**src/rtl/mec_pkg.sv**
```systemverilog
package mec_pkg;
    typedef enum logic [1:0] {
        SEL_ADDR = 2'd0,
        SEL_STAT = 2'd1,
        SEL_PAGE = 2'd2,
        SEL_NONE = 2'd3
    } rd_sel_e;

    // Flag positions in the status and paging status words
    localparam int ST_DMA_BIT   = 14;
    localparam int ST_FETCH_BIT = 13;
    localparam int PG_FETCH_BIT = 15;
    localparam int PG_PERM_BIT  = 14;
endpackage

```
**src/rtl/mec_range_cmp.sv**
```systemverilog
module mec_range_cmp #(
    parameter int ADDR_W    = 24,
    parameter int MEM_WORDS = 524288
) (
    input  logic              valid,
    input  logic [ADDR_W-1:0] addr,
    output logic              hit
);
    localparam logic [ADDR_W-1:0] LIMIT = ADDR_W'(MEM_WORDS);

    always_comb begin
        hit = valid && (addr >= LIMIT);
    end
endmodule

```
**src/rtl/mec_capture.sv**
```systemverilog
module mec_capture #(
    parameter int W = 16
) (
    input  logic         clk,
    input  logic         rst_n,
    input  logic         capture,
    input  logic         release_i,
    input  logic [W-1:0] din,
    output logic [W-1:0] q,
    output logic         locked
);
    typedef struct packed {
        logic [W-1:0] val;
        logic         lock;
    } cap_t;

    cap_t st_d, st_q;

    always_comb begin
        st_d = st_q;
        if (release_i) begin
            st_d.lock = 1'b0;
        end
        if (capture && (!st_q.lock || release_i)) begin
            st_d.val  = din;
            st_d.lock = 1'b1;
        end
    end

    always_ff @(posedge clk) begin
        if (!rst_n) begin
            st_q <= '0;
        end else begin
            st_q <= st_d;
        end
    end

    assign q      = st_q.val;
    assign locked = st_q.lock;
endmodule

```
**src/rtl/mem_err_capture.sv**
```systemverilog
module mem_err_capture
    import mec_pkg::*;
#(
    parameter int ADDR_W    = 24,
    parameter int DATA_W    = 16,
    parameter int MEM_WORDS = 524288,
    parameter int TBL_W     = 2,
    parameter int PAGE_W    = 6
) (
    input  logic              clk,
    input  logic              rst_n,
    input  logic              acc_valid,
    input  logic [ADDR_W-1:0] acc_addr,
    input  logic              acc_dma,
    input  logic              acc_fetch,
    output logic              oor_hit,
    input  logic              pf_valid,
    input  logic [TBL_W-1:0]  pf_table,
    input  logic [PAGE_W-1:0] pf_page,
    input  logic              pf_fetch,
    input  logic              pf_perm,
    input  logic              rd_en,
    input  logic [1:0]        rd_sel,
    output logic [DATA_W-1:0] rd_data
);
    localparam int HI_W  = ADDR_W - DATA_W;
    localparam int ERR_W = 2 * DATA_W;

    logic [DATA_W-1:0] stat_word, pg_word;
    logic [ERR_W-1:0]  err_q;
    logic [DATA_W-1:0] pg_q;
    logic              err_locked, pg_locked;
    logic              rel_err, rel_pg;

    mec_range_cmp #(.ADDR_W(ADDR_W), .MEM_WORDS(MEM_WORDS)) u_cmp (
        .valid(acc_valid),
        .addr (acc_addr),
        .hit  (oor_hit)
    );

    // Build the words to capture
    always_comb begin
        stat_word = '0;
        stat_word[HI_W-1:0]   = acc_addr[ADDR_W-1:DATA_W];
        stat_word[ST_DMA_BIT] = acc_dma;
        stat_word[ST_FETCH_BIT] = acc_fetch & ~acc_dma;

        pg_word = '0;
        pg_word[PAGE_W-1:0]       = pf_page;
        pg_word[PAGE_W +: TBL_W]  = pf_table;
        pg_word[PG_FETCH_BIT]     = pf_fetch;
        pg_word[PG_PERM_BIT]      = pf_perm;
    end

    always_comb begin
        rel_err = rd_en && (rd_sel == SEL_ADDR);
        rel_pg  = rd_en && (rd_sel == SEL_PAGE);
    end

    // Address (low half) and status (high half) lock as one pair
    mec_capture #(.W(ERR_W)) u_err (
        .clk      (clk),
        .rst_n    (rst_n),
        .capture  (oor_hit),
        .release_i(rel_err),
        .din      ({stat_word, acc_addr[DATA_W-1:0]}),
        .q        (err_q),
        .locked   (err_locked)
    );

    mec_capture #(.W(DATA_W)) u_pg (
        .clk      (clk),
        .rst_n    (rst_n),
        .capture  (pf_valid),
        .release_i(rel_pg),
        .din      (pg_word),
        .q        (pg_q),
        .locked   (pg_locked)
    );

    always_comb begin
        unique case (rd_sel)
            SEL_ADDR: rd_data = err_q[DATA_W-1:0];
            SEL_STAT: rd_data = err_q[ERR_W-1:DATA_W];
            SEL_PAGE: rd_data = pg_q;
            default:  rd_data = '0;
        endcase
    end
endmodule


```
**config.mk**
```make
export PLATFORM = sky130hd
export DESIGN_NAME = mem_err_capture
export DESIGN_NICKNAME = d
export VERILOG_FILES = /design/src/rtl/mec_pkg.sv /design/src/rtl/mec_range_cmp.sv /design/src/rtl/mec_capture.sv /design/src/rtl/mem_err_capture.sv
export SDC_FILE = /design/constraint.sdc
export NUM_CORES = 1
export LEC_CHECK = 0
export ABC_AREA = 1
export BUFFER_PORTS_ARGS = -buffer_cell sky130_fd_sc_hd__buf_2
export CAP_MARGIN = 20
export CORE_ASPECT_RATIO = 0.5
export CORE_UTILIZATION = 35
export CTS_CLUSTER_DIAMETER = 100
export DETAILED_ROUTE_END_ITERATION = 8
export PLACE_DENSITY = 0.66
export SYNTH_ARGS = -nofsm -noshare
export SYNTH_HDL_FRONTEND = slang
export SYNTH_SLANG_ARGS = --single-unit
```
**constraint.sdc**
```tcl
create_clock -name clk -period 1.2 [get_ports clk]
set_input_delay 0.06 -clock clk [delete_from_list [all_inputs] [get_ports clk]]
set_output_delay 0.06 -clock clk [all_outputs]
set_load 0.02 [all_outputs]
```
; Word-level counts from Yosys, hierarchy flattened
; Cells that the tools add are included.
[classes]
n_reduce_logical = 12
n_lt_le_gt_ge = 1
n_eq_ne = 2
bitwise_logic = 2
n_mux = 5
[op_table]
columns = op, count
row1 = 16-bit case mux with 3 select lines, 1
row2 = 24-bit by 20-bit greater-or-equal comparator with 1-bit output (second input constant), 1
row3 = 1-bit logical AND, 5
row4 = 1-bit 2-to-1 mux, 4
row5 = 2-bit nonzero test, 2
row6 = 2-bit by 1-bit equality test with 1-bit output (second input constant), 1
row7 = 2-bit equality test (second input constant), 1
row8 = 1-bit zero test, 2
row9 = 2-bit zero test, 1
row10 = 1-bit logical OR, 2
row11 = 1-bit AND, 1
row12 = 1-bit NOT, 1
[word_totals]
output_inout_bits = 17
wordCells = 26
input_bits = 43
reg_bits = 38

; Depth between registers and ports, before layout
; Gate-level depths: netlist of the first run.
[depth]
depth_word = 5
mapped_depth = 9
mapped_depth_nobuf = 8

; Cells and area by module
; From an unflattened synthesis of the first run, not the netlist that was laid out.
[hier_totals]
cells_unflattened = 411
hier_area_um2 = 2710.1
[modules_own_cells]
columns = module, cells_each, instances, area_per_inst_um2
row1 = mec_capture at u_err, 215, 1, 1490.2
row2 = mec_capture at u_pg, 110, 1, 809.5
row3 = mem_err_capture, 80, 1, 386.6
row4 = mec_range_cmp, 6, 1, 23.8

; Worst setup path before layout of the first run
; No wires, ideal clock.
[synth_timing]
path_kind = input to output
from = input port rd_sel[0]
to = output port rd_data[15]
path_slack_ns = 0.209
n_path_buf = 1
arrival_ns = 0.931
stages = 4
cell_sequence = inv_2 nand2_1 clkbuf_1 o21ai_0
[synth_between]
elab_chain_cells = 2
[synth_lines]
columns = element, line_no
row1 = from (decl), mem_err_capture.sv:23  ; input logic [1:0] rd_sel,
row2 = "2-bit equality test, or another cell as far along", mem_err_capture.sv:82  ; unique case (rd_sel)
row3 = 16-bit case mux with 3 select lines *, mem_err_capture.sv:82
row4 = to (decl), mem_err_capture.sv:24  ; output logic [DATA_W-1:0] rd_data
; Mark *: on every way between the ends. The rest lies on a longest branch, timed or not.

; Worst setup path after layout of the first run
[layout_timing]
from = register u_err.st_q (netlist bit u_err.q[23])
to = output port rd_data[7]
[layout_between]
elab_chain_cells = 1
[layout_lines]
columns = element, line_no
row1 = from (decl), mec_capture.sv:17  ; cap_t st_d, st_q;
row2 = from (signal assigned), mec_capture.sv:34  ; st_q <= st_d;
row3 = 16-bit case mux with 3 select lines, mem_err_capture.sv:82
; Every way passes these cells.

==> results of run 1 <==
routing by layer:
metal	wire length (um)	GRT usage, %
met3	164	3.448
met2	1930	28.67
met5	0	0
met4	16	3.571
met1	2203	19.93
cell usage after synthesis:
| master | instances |
|---|---|
| a21oi_1 | 12 |
| buf_1 | 1 |
| buf_2 | 4 |
| buf_6 | 3 |
| clkbuf_1 | 6 |
| clkbuf_2 | 1 |
| dfxtp_1 | 38 |
| inv_1 | 38 |
| inv_2 | 2 |
| nand2_1 | 79 |
| nand2_2 | 1 |
| nand3_1 | 1 |
| nand3_2 | 2 |
| nand3b_1 | 10 |
| nand4_1 | 4 |
| nor2_1 | 65 |
| o21ai_0 | 1 |
| o221ai_1 | 9 |
| o22ai_1 | 1 |
final cells by class:
class / instances / area share (%)
Sequential cell: 38 / 31.72
Clock buffer: 8 / 4.591
Tap cell: 70 / 3.652
Multi-Input combinational cell: 185 / 34.27
Timing Repair Buffer: 76 / 19.51
Inverter: 40 / 6.260
power by group through the flow:
stage	clock network (mW)	logic, mW	registers [mW]
after CTS	1.04	0.605	1.40
after global placement	0	0.568	1.43
after detailed placement	0	0.582	1.43
final	1.01	0.602	1.40
after floorplan	0	0.398	1.42
after global routing	1.10	0.681	1.42
metrics by stage:
stage                     setup slack [ns]  utilization (%)
after floorplan                     0.2091                -
after global placement              0.1554            44.57
after detailed placement            0.1265            44.57
after CTS                          0.06400            48.41
after global routing              0.009649            48.41
final                              0.09628            48.41
registers in the layout, indices dropped and copies added, names as in the netlist:
register and flops:
u_pg.q 10, u_err.q 26, u_err.locked 1, u_pg.locked 1
worst register-to-register path: stages, from the launching register on:
cell     delay [ns]
dfxtp_1        0.32
nand2_2        0.06
nand3_2        0.08
buf_4          0.21
nand2_1        0.08
nand2_1        0.07
nor2_1         0.04
how the worst max path moves through the flow:
stage                     slack [ns]                startpoint                       to  cells after the start
after global placement          0.16              acc_addr[20]  u_err.q[1]$_SDFFE_PN0P_                      8
after floorplan                 0.21                 rd_sel[0]              rd_data[15]                      4
final                            0.1  u_err.q[23]$_SDFFE_PN0P_               rd_data[7]                      3
after CTS                       0.06  u_err.q[20]$_SDFFE_PN0P_               rd_data[4]                      3
after global routing            0.01  u_err.q[23]$_SDFFE_PN0P_               rd_data[7]                      3
after detailed placement        0.13                 rd_sel[0]              rd_data[11]                      6
cell usage in the layout, fill, tap and decap left out:
cell type and n:
nand3_1 1, nand2_1 79, inv_2 2, dlygate4sd3_1 8
nand2_2 1, nor2_1 65, buf_12 2, nand3_2 2
buf_4 7, nand3b_1 10, buf_2 59, o22ai_1 1
inv_1 38, a21oi_1 12, o21ai_0 1, nand4_1 4
clkbuf_8 8, dfxtp_1 38, o221ai_1 9
kinds of logic after synthesis:
family	count (synthesis)	synth area share, %
flip-flops	38	41.84
AO/OA/AOI/OAI	23	8.259
buffers and inverters	55	12.94
AND/OR/NAND/NOR	162	36.96
==> results.sh, run 1 <==
export IMPL_worst_path_buf_inv=2
export IMPL_yosysTopAreaCellShare_pct=41.84
export IMPL_synth_cells=278
export IMPL_power_density_nw_per_um2=1256
export IMPL_gp_congestion=0.8086
export IMPL_cts_htree_levels=2
export IMPL_cts_sinks=38
export IMPL_power_switching_mw=0.8153
export IMPL_rsz0062_at_grt="false"
export IMPL_skew_ns=0.003901
export IMPL_fin_crit_sh_pct=91.98
export IMPL_yosysSeqAreaShare_pct=41.84
export IMPL_crit_arrival_ns=1.04
export IMPL_cts_buffer_depth=2
export IMPL_crit_chain="inv_1, o221ai_1, buf_2"
export IMPL_grt_pass1_vias=1630
export IMPL_multi_input_area_sq_um=822.0
export IMPL_p_sw_share_pct=27.06
export IMPL_cts_tree="yes"
export IMPL_post_route_min_period_ns=1.104
export IMPL_grt_max_degree=27
export IMPL_hp_class="input port to register"
export IMPL_setup_viol=0
export IMPL_num_vias=1810
export IMPL_start_util_pct=36.69
export IMPL_synth_top_cells_by_area="dfxtp_1, nand2_1, nor2_1"
export IMPL_insertion_delay_ns=0.28
export IMPL_power_internal_mw=2.197
export IMPL_regArea_sq_um=760.7
export IMPL_grt_pass1_wl_um=6900
export IMPL_core_rowCount=18
export IMPL_groute_usage_overall_pct=15.93
export IMPL_slew_headroom_pct=70.78
export IMPL_drt_iter0_drc=95
export IMPL_clkPwrFrac_pct=33.5
export IMPL_post_route_cells_drive_above_1_share_pct=23.34
export IMPL_p_comb_share_pct=20.0
export IMPL_io_pins=60
export IMPL_die_height_um=52.96
export IMPL_setup_worst_path_end_class="output port"
export IMPL_tns_ns=0
export IMPL_wirelength_um=4314
export IMPL_path_max_fanout=2
export IMPL_antenna_found_initial=0
export IMPL_synth_area_sq_um=1818
export IMPL_drc=0
export IMPL_num_fill_cells=515
export IMPL_hold_buffers=8
export IMPL_required_ns=1.14
export IMPL_tightest_slew_ns=0.4372
export IMPL_path_clk_slew_ns=0.07
export IMPL_power_mw=3.013
export IMPL_antennaDiodeCount=0
export IMPL_cts_setup_buffers=0
export IMPL_rr_startpoint="u_err.locked$_SDFFE_PN0P_"
export IMPL_cp_top_family="flip-flops"
export IMPL_dp_hpwl_um=3115
export IMPL_hp_start="acc_addr[6]"
export IMPL_synth_warning_count=0
export IMPL_hold_path_cell_count=3
export IMPL_dpl_instance_area_sq_um=2208
export IMPL_dp_cells=401
export IMPL_die_w_um=103.9
export IMPL_critical_path_slowest_cell="dfxtp_1"
export IMPL_drv_cap=0
export IMPL_whs_ns=0.003392
export IMPL_yosys_register_bits=38
export IMPL_syn_nets=321
export IMPL_peakVddDrop_v=0.0005313
export IMPL_slew_violations=0
export IMPL_stdcell_count=417
export IMPL_avgSynthCellArea_sq_um=6.540
export IMPL_nets=389
export IMPL_cts_resized=0
export IMPL_status="finished, final reports clean"
export IMPL_grt_overflow=0
export IMPL_via_per_inst=4.341
export IMPL_core_sq_um=4955
export IMPL_ff2ff_setup_slack_ns=0.25
export IMPL_drtAntennaViolNets=0
export IMPL_critPathLaunchType="register"
export IMPL_ys_types=19
export IMPL_critPathKind="register to output port"
export IMPL_timing_rr_end="u_err.q[13]$_SDFFE_PN0P_"
export IMPL_min_to="u_err.q[6]$_SDFFE_PN0P_"
export IMPL_seqPwrFrac_pct=46.5
export IMPL_dr_pass1_iters=5
export IMPL_stdcell_area_sq_um=2399
export IMPL_root_buffer="clkbuf_8"
export IMPL_synthToLayoutAreaGrowth_pct=31.93
export IMPL_worstRegToRegCells=6
export IMPL_io_buffers=59
export IMPL_die_area_sq_um=5504
export IMPL_p_leak_nw=1.293
export IMPL_critPathMaxStageDelay_ns=0.31
export IMPL_wl_per_cell_um=10.35
export IMPL_hold_violations=0
export IMPL_yosysTopAreaCell="dfxtp_1"
export IMPL_cts_buffers=5
export IMPL_fmax_mhz=906.0
Note: power is estimated with default switching activity, not from simulation.
==> inputs of run 2 (changes only) <==
--- a/config.mk
+++ b/config.mk
@@ -5,7 +5,6 @@
 export SDC_FILE = /design/constraint.sdc
 export NUM_CORES = 1
 export LEC_CHECK = 0
-export ABC_AREA = 1
 export BUFFER_PORTS_ARGS = -buffer_cell sky130_fd_sc_hd__buf_2
 export CAP_MARGIN = 20
 export CORE_ASPECT_RATIO = 0.5
==> run 2 against run 1 <==
  * Setup slack got worse by 0.064 ns
  * Power increased by 7.9%
  * Area after synthesis decreased by 2.2%
  * Combinational power decreased by 14%
  * Sequential share of layout area decreased by 0.55 points
  * Clock-buffer cell count decreased by 2
  * Final area increased by 1.8%
  * Utilization increased by 4.2 points
  * Largest power group unchanged
  * Die area decreased by 2.1%
  * Final cell count decreased by 16%
  * Clock power increased by 33%
  * Critical path depth increased by 4
==> results.sh, run 2 <==
export IMPL_status="finished, final reports clean"
export IMPL_hold_path_cell_count=3
export IMPL_slew_violations=0
export IMPL_synth_warning_count=0
export IMPL_nets=325
export IMPL_crit_path_start="acc_addr[20]"
export IMPL_crit_chain="buf_2, or4_4, o21ai_4, buf_12, a21oi_4, buf_4, mux2i_1"
export IMPL_grt_max_degree=34
export IMPL_setup_worst_path_end_class="register"
export IMPL_hp_class="input port to register"
export IMPL_clkPwrFrac_pct=41.1
export IMPL_peakVddDrop_v=0.0006515
export IMPL_die_height_um=52.40
export IMPL_die_area_sq_um=5386
export IMPL_hold_violations=0
export IMPL_die_w_um=102.8
export IMPL_rsz0062_at_grt="true"
export IMPL_post_route_min_period_ns=1.168
export IMPL_p_leak_nw=1.118
export IMPL_synth_ff_type="dfxtp_1"
export IMPL_gp_congestion=0.7574
export IMPL_rr_startpoint="u_err.locked$_SDFFE_PN0P_"
export IMPL_worst_path_buf_inv=3
export IMPL_start_util_pct=38.34
export IMPL_path_clk_slew_ns=0.08
export IMPL_critPathKind="input port to register"
export IMPL_crit_arrival_ns=1.35
export IMPL_synth_area_sq_um=1778
export IMPL_avgSynthCellArea_sq_um=8.426
export IMPL_cts_sinks=38
export IMPL_power_switching_mw=0.7641
export IMPL_io_buffers=59
export IMPL_yosysTopAreaCellShare_pct=42.79
export IMPL_num_vias=1587
export IMPL_antenna_found_initial=0
export IMPL_path_max_fanout=4
export IMPL_setup_viol=0
export IMPL_ff2ff_setup_slack_ns=0.19
export IMPL_drc=0
export IMPL_fin_crit_sh_pct=97.30
export IMPL_yosys_register_bits=38
export IMPL_p_comb_share_pct=16.0
export IMPL_grt_pass1_wl_um=6886
export IMPL_timing_rr_end="u_err.q[9]$_SDFFE_PN0P_"
export IMPL_ys_types=21
export IMPL_slew_headroom_pct=84.94
export IMPL_synth_top_cells_by_count="nand2_1, dfxtp_1, mux2i_1"
export IMPL_antennaDiodeCount=0
export IMPL_wl_per_cell_um=12.20
export IMPL_cts_buffer_depth=2
export IMPL_worstRegToRegCells=3
export IMPL_skew_ns=0.003851
export IMPL_grt_pass1_vias=1520
export IMPL_drtAntennaViolNets=0
export IMPL_endpoint="u_err.q[10]$_SDFFE_PN0P_"
export IMPL_num_fill_cells=446
export IMPL_yosysSeqAreaShare_pct=42.79
export IMPL_critPathMaxStageDelay_ns=0.54
export IMPL_io_pins=60
export IMPL_power_mw=3.251
export IMPL_required_ns=1.38
export IMPL_largest_reg_flops=26
export IMPL_fmax_mhz=856.5
export IMPL_synthToLayoutAreaGrowth_pct=37.30
export IMPL_drt_iter0_drc=69
export IMPL_seqPwrFrac_pct=42.9
export IMPL_cp_top_family="simple AND/OR/NAND/NOR gates"
export IMPL_wirelength_um=4259
export IMPL_core_rowCount=17
export IMPL_cts_tree="yes"
export IMPL_dp_hpwl_um=3014
export IMPL_power_density_nw_per_um2=1332
export IMPL_core_sq_um=4637
export IMPL_critPathLaunchType="input port"
export IMPL_synth_cells=211
export IMPL_final_cell_mix="nand2_1, buf_2, dfxtp_1"
export IMPL_synth_most_common_cell="nand2_1"
export IMPL_via_per_inst=4.547
export IMPL_tightest_slew_ns=0.2197
export IMPL_mostFrequentLayoutCell="nand2_1"
export IMPL_root_buffer="clkbuf_8"
export IMPL_cts_buffers=5
export IMPL_post_route_cells_drive_above_1_share_pct=32.51
export IMPL_async_flop_share_pct=0
export IMPL_crit_cells=7
export IMPL_yosysTopAreaCell="dfxtp_1"
export IMPL_drv_cap=0
export IMPL_tns_ns=0
export IMPL_groute_usage_overall_pct=17.07
export IMPL_cts_htree_levels=2
export IMPL_power_internal_mw=2.486
export IMPL_dr_pass1_iters=5
export IMPL_p_sw_share_pct=23.51
export IMPL_synth_edf_count=0
export IMPL_synth_top_cells_by_area="dfxtp_1, mux2i_1, nand2_1"
export IMPL_insertion_delay_ns=0.28
export IMPL_critical_path_slowest_cell="or4_4"
export IMPL_syn_nets=254
export IMPL_grt_overflow=0
run 2: logic make-up after synthesis:
logic type | share of synthesized area, %
flops | 42.79
mux | 20.83
simple gates | 22.59
compound gates | 7.882
buf+inv | 5.911
run 2: how the worst min path moves through the flow:
stage                            start                  endpoint  slack (ns)
after floorplan             pf_page[2]    u_pg.q[2]$_SDFFE_PN0P_        0.19
after global placement     pf_table[1]    u_pg.q[7]$_SDFFE_PN0P_        0.28
after detailed placement   pf_table[0]    u_pg.q[6]$_SDFFE_PN0P_        0.28
after CTS                 acc_addr[13]  u_err.q[13]$_SDFFE_PN0P_       0.006
after global routing       acc_addr[7]   u_err.q[7]$_SDFFE_PN0P_       0.009
final                          pf_perm   u_pg.q[14]$_SDFFE_PN0P_        0.01
run 2: power by group through the flow:
stage | combinational, mW | sequential, mW | clock [mW]
global route | 0.569 | 1.41 | 1.43
global placement | 0.450 | 1.41 | 0
CTS | 0.498 | 1.39 | 1.36
finish | 0.520 | 1.39 | 1.34
detailed placement | 0.460 | 1.42 | 0
floorplan | 0.303 | 1.41 | 0
run 2: metal layers:
| metal | vias up | GRT usage [%] | wire length [um] |
|---|---|---|---|
| met5 | - | 0 | 0 |
| met4 | 0 | 4.930 | 19 |
| met3 | 2 | 5.200 | 213 |
| met2 | 37 | 26.33 | 1836 |
| met1 | 711 | 23.01 | 2189 |
| li1 | 837 | - | - |
run 2: stage by stage:
stage | hold slack [ns] | util (%) | std cells | instance area, sq um | setup WS (ns)
finish | 0.01388 | 52.64 | 349 | 2441 | 0.03241
global route | 0.008573 | 52.64 | 349 | 2441 | -0.01335
CTS | 0.005893 | 51.62 | 348 | 2394 | -0.01972
detailed placement | 0.2837 | 46.63 | 330 | 2162 | -0.4668
global placement | 0.2785 | 46.63 | 330 | 2162 | -0.4004
floorplan | 0.1904 | - | 211 | 1778 | -0.08708
run 2: worst min-delay path: cells and delay by family:
| kind | cells | cell delay, ns |
|---|---|---|
| AND/OR/NAND/NOR | 1 | 0.05 |
| buffers and inverters | 1 | 0.08 |
| AO/OA/AOI/OAI | 1 | 0.07 |
run 2: what timing repair did:
action,CTS,global route
resized for setup,1,14
endpoints found under the setup margin,26,8
hold buffers,2,0
buffers inserted,7,1
cloned,1,0
endpoints found under the hold margin,2,0
pin swaps,2,1
run 2: cell type report:
class                           instances  area [sq um]  area share [%]
Timing Repair Buffer                   79         504.2           20.66
Clock inverter                          2         60.06           2.460
Sequential cell                        38         760.7           31.16
Inverter                                1         3.754          0.1538
Tap cell                               66         82.58           3.383
Clock buffer                            6         82.58           3.383
Multi-Input combinational cell        157         947.2           38.80
==> inputs of run 3 (changes only) <==
--- a/config.mk
+++ b/config.mk
@@ -7,7 +7,6 @@
 export LEC_CHECK = 0
 export BUFFER_PORTS_ARGS = -buffer_cell sky130_fd_sc_hd__buf_2
 export CAP_MARGIN = 20
-export CORE_ASPECT_RATIO = 0.5
 export CORE_UTILIZATION = 35
 export CTS_CLUSTER_DIAMETER = 100
 export DETAILED_ROUTE_END_ITERATION = 8
==> run 3 against run 2 <==
  * Utilization fell by 2.3 points
  * Clock skew up 0.00058 ns
  * Final cell count decreased by 0.86%
  * First-iteration DRC count did not move
  * Clock power fell by 19%
  * Critical path depth did not move
  * Sequential power about the same
  * Combinational power is 2% higher
  * Wire length fell by 1.1%
  * Fmax is 0.95% lower
  * Sequential cell count unchanged
  * Critical path type unchanged
==> results.sh, run 3 (synthesis results as in run 2) <==
export IMPL_status="finished, final reports clean"
export IMPL_antennaDiodeCount=0
export IMPL_num_vias=1590
export IMPL_critPathLaunchType="input port"
export IMPL_cp_top_family="simple AND/OR/NAND/NOR gates"
export IMPL_tightest_slew_ns=0.2898
export IMPL_dr_pass1_iters=4
export IMPL_drv_cap=0
export IMPL_die_w_um=73.28
export IMPL_root_buffer="clkbuf_8"
export IMPL_fin_crit_sh_pct=98.24
export IMPL_p_leak_nw=1.112
export IMPL_slew_violations=0
export IMPL_grt_util_met2_pct=26.03
export IMPL_multi_input_area_sq_um=939.7
export IMPL_crit_chain="buf_6, or4_4, o21ai_4, buf_12, a21oi_4, clkbuf_16, mux2i_1"
export IMPL_ff2ff_setup_slack_ns=0.06
export IMPL_via_per_inst=4.595
export IMPL_path_max_fanout=5
export IMPL_final_core_util_pct=50.34
export IMPL_core_rowCount=25
export IMPL_post_route_cells_drive_above_1_share_pct=31.18
export IMPL_cts_buffer_depth=2
export IMPL_worst_path_buf_inv=3
export IMPL_drtAntennaViolNets=0
export IMPL_gp_congestion=0.6969
export IMPL_peakVddDrop_v=0.0006498
export IMPL_skew_ns=0.004433
export IMPL_critPathMaxStageDelay_ns=0.54
export IMPL_path_clk_slew_ns=0.07
export IMPL_setup_viol=0
export IMPL_groute_usage_overall_pct=16.55
export IMPL_post_route_min_period_ns=1.179
export IMPL_insertion_delay_ns=0.28
export IMPL_synthToLayoutAreaGrowth_pct=36.38
export IMPL_regArea_sq_um=760.7
export IMPL_start_util_pct=36.91
export IMPL_nets=322
export IMPL_cts_htree_levels=2
export IMPL_use_met3_pct=3.429
export IMPL_hold_violations=0
export IMPL_cts_buffers=5
export IMPL_final_cell_mix="nand2_1, buf_2, dfxtp_1"
export IMPL_core_sq_um=4817
export IMPL_grt_pass1_wl_um=6658
export IMPL_io_buffers=59
export IMPL_largest_reg_flops=26
export IMPL_setup_worst_path_end_class="register"
export IMPL_die_area_sq_um=5369
export IMPL_grt_overflow=0
export IMPL_grt_pass1_vias=1478
export IMPL_dp_hpwl_um=2883
export IMPL_use_met1_pct=21.64
export IMPL_wirelength_um=4211
export IMPL_cts_tree="yes"
export IMPL_critical_path_slowest_cell="or4_4"
export IMPL_num_fill_cells=500
export IMPL_hp_class="input port to register"
export IMPL_wl_per_cell_um=12.17
export IMPL_crit_arrival_ns=1.36
export IMPL_mostFrequentLayoutCell="nand2_1"
export IMPL_required_ns=1.38
export IMPL_grt_max_degree=38
export IMPL_slew_headroom_pct=80.68
export IMPL_drc=0
export IMPL_busiest_layer="met2"
export IMPL_io_pins=60
export IMPL_fmax_mhz=848.3
export IMPL_die_height_um=73.28
export IMPL_power_mw=3.012
export IMPL_power_density_nw_per_um2=1242
export IMPL_critPathKind="input port to register"
export IMPL_antenna_found_initial=0
export IMPL_cts_sinks=38
export IMPL_drt_iter0_drc=69
==> run 3: worst paths after layout <==
kind | from | endpoint | depth (start not counted)
worst max-delay path | acc_addr[20] | u_err.q[5]$_SDFFE_PN0P_ | 7
worst min-delay path | pf_fetch | u_pg.q[15]$_SDFFE_PN0P_ | 3
worst max register to register | u_err.locked$_SDFFE_PN0P_ | u_err.q[5]$_SDFFE_PN0P_ | 3
worst min register to register | u_pg.q[0]$_SDFFE_PN0P_ | u_pg.q[0]$_SDFFE_PN0P_ | 2
==> run 3: cell type report <==
cell class	count	area share [%]
inverter	1	0.1548
sequential	38	31.37
tap	67	3.457
clock inverter	1	1.238
multi-input combinational	157	38.75
clock buffer	6	3.406
timing repair buffer	76	21.62
==> run 3: worst reg2reg max path: cells and delay by family, from the launching register on <==
family | cells | cell delay [ns]
multiplexers | 1 | 0.17
buffers and inverters | 1 | 0.22
flip-flops | 1 | 0.38
AO/OA/AOI/OAI | 1 | 0.30
==> run 3: timing repair <==
action	in CTS	in global routing
gates resized for setup	1	7
hold buffers	1	0
cloned	1	1
hold endpoints to repair	1	0
pin swaps	4	3
buffers inserted	3	1
setup endpoints to repair	27	29
==> run 3: metal layers <==
metal / vias up / wire, um
li1: 833 / -
met1: 706 / 2061
met2: 45 / 1849
met3: 6 / 228
met4: 0 / 72
met5: - / 0
==> run 3: through the flow <==
stage	area [sq um]	std cells	TNS [ns]	setup WS [ns]	hold WS (ns)
after floorplan	1778	211	-1.728	-0.08708	0.1904
after CTS	2370	344	0	0.0008262	0.0002979
after global placement	2171	332	-11.39	-0.4246	0.2869
after global routing	2425	346	-0.002510	-0.002510	0.008251
after detailed placement	2171	332	-11.71	-0.4966	0.2936
final	2425	346	0	0.02117	0.002230
==> run 3: power by group <==
| group | leakage (nW) | internal [mW] | switching, mW |
|---|---|---|---|
| Combinational | 0.741 | 0.264 | 0.266 |
| Sequential | 0.313 | 1.35 | 0.0461 |
| Clock | 0.0573 | 0.665 | 0.424 |
| Total | 1.11 | 2.28 | 0.736 |
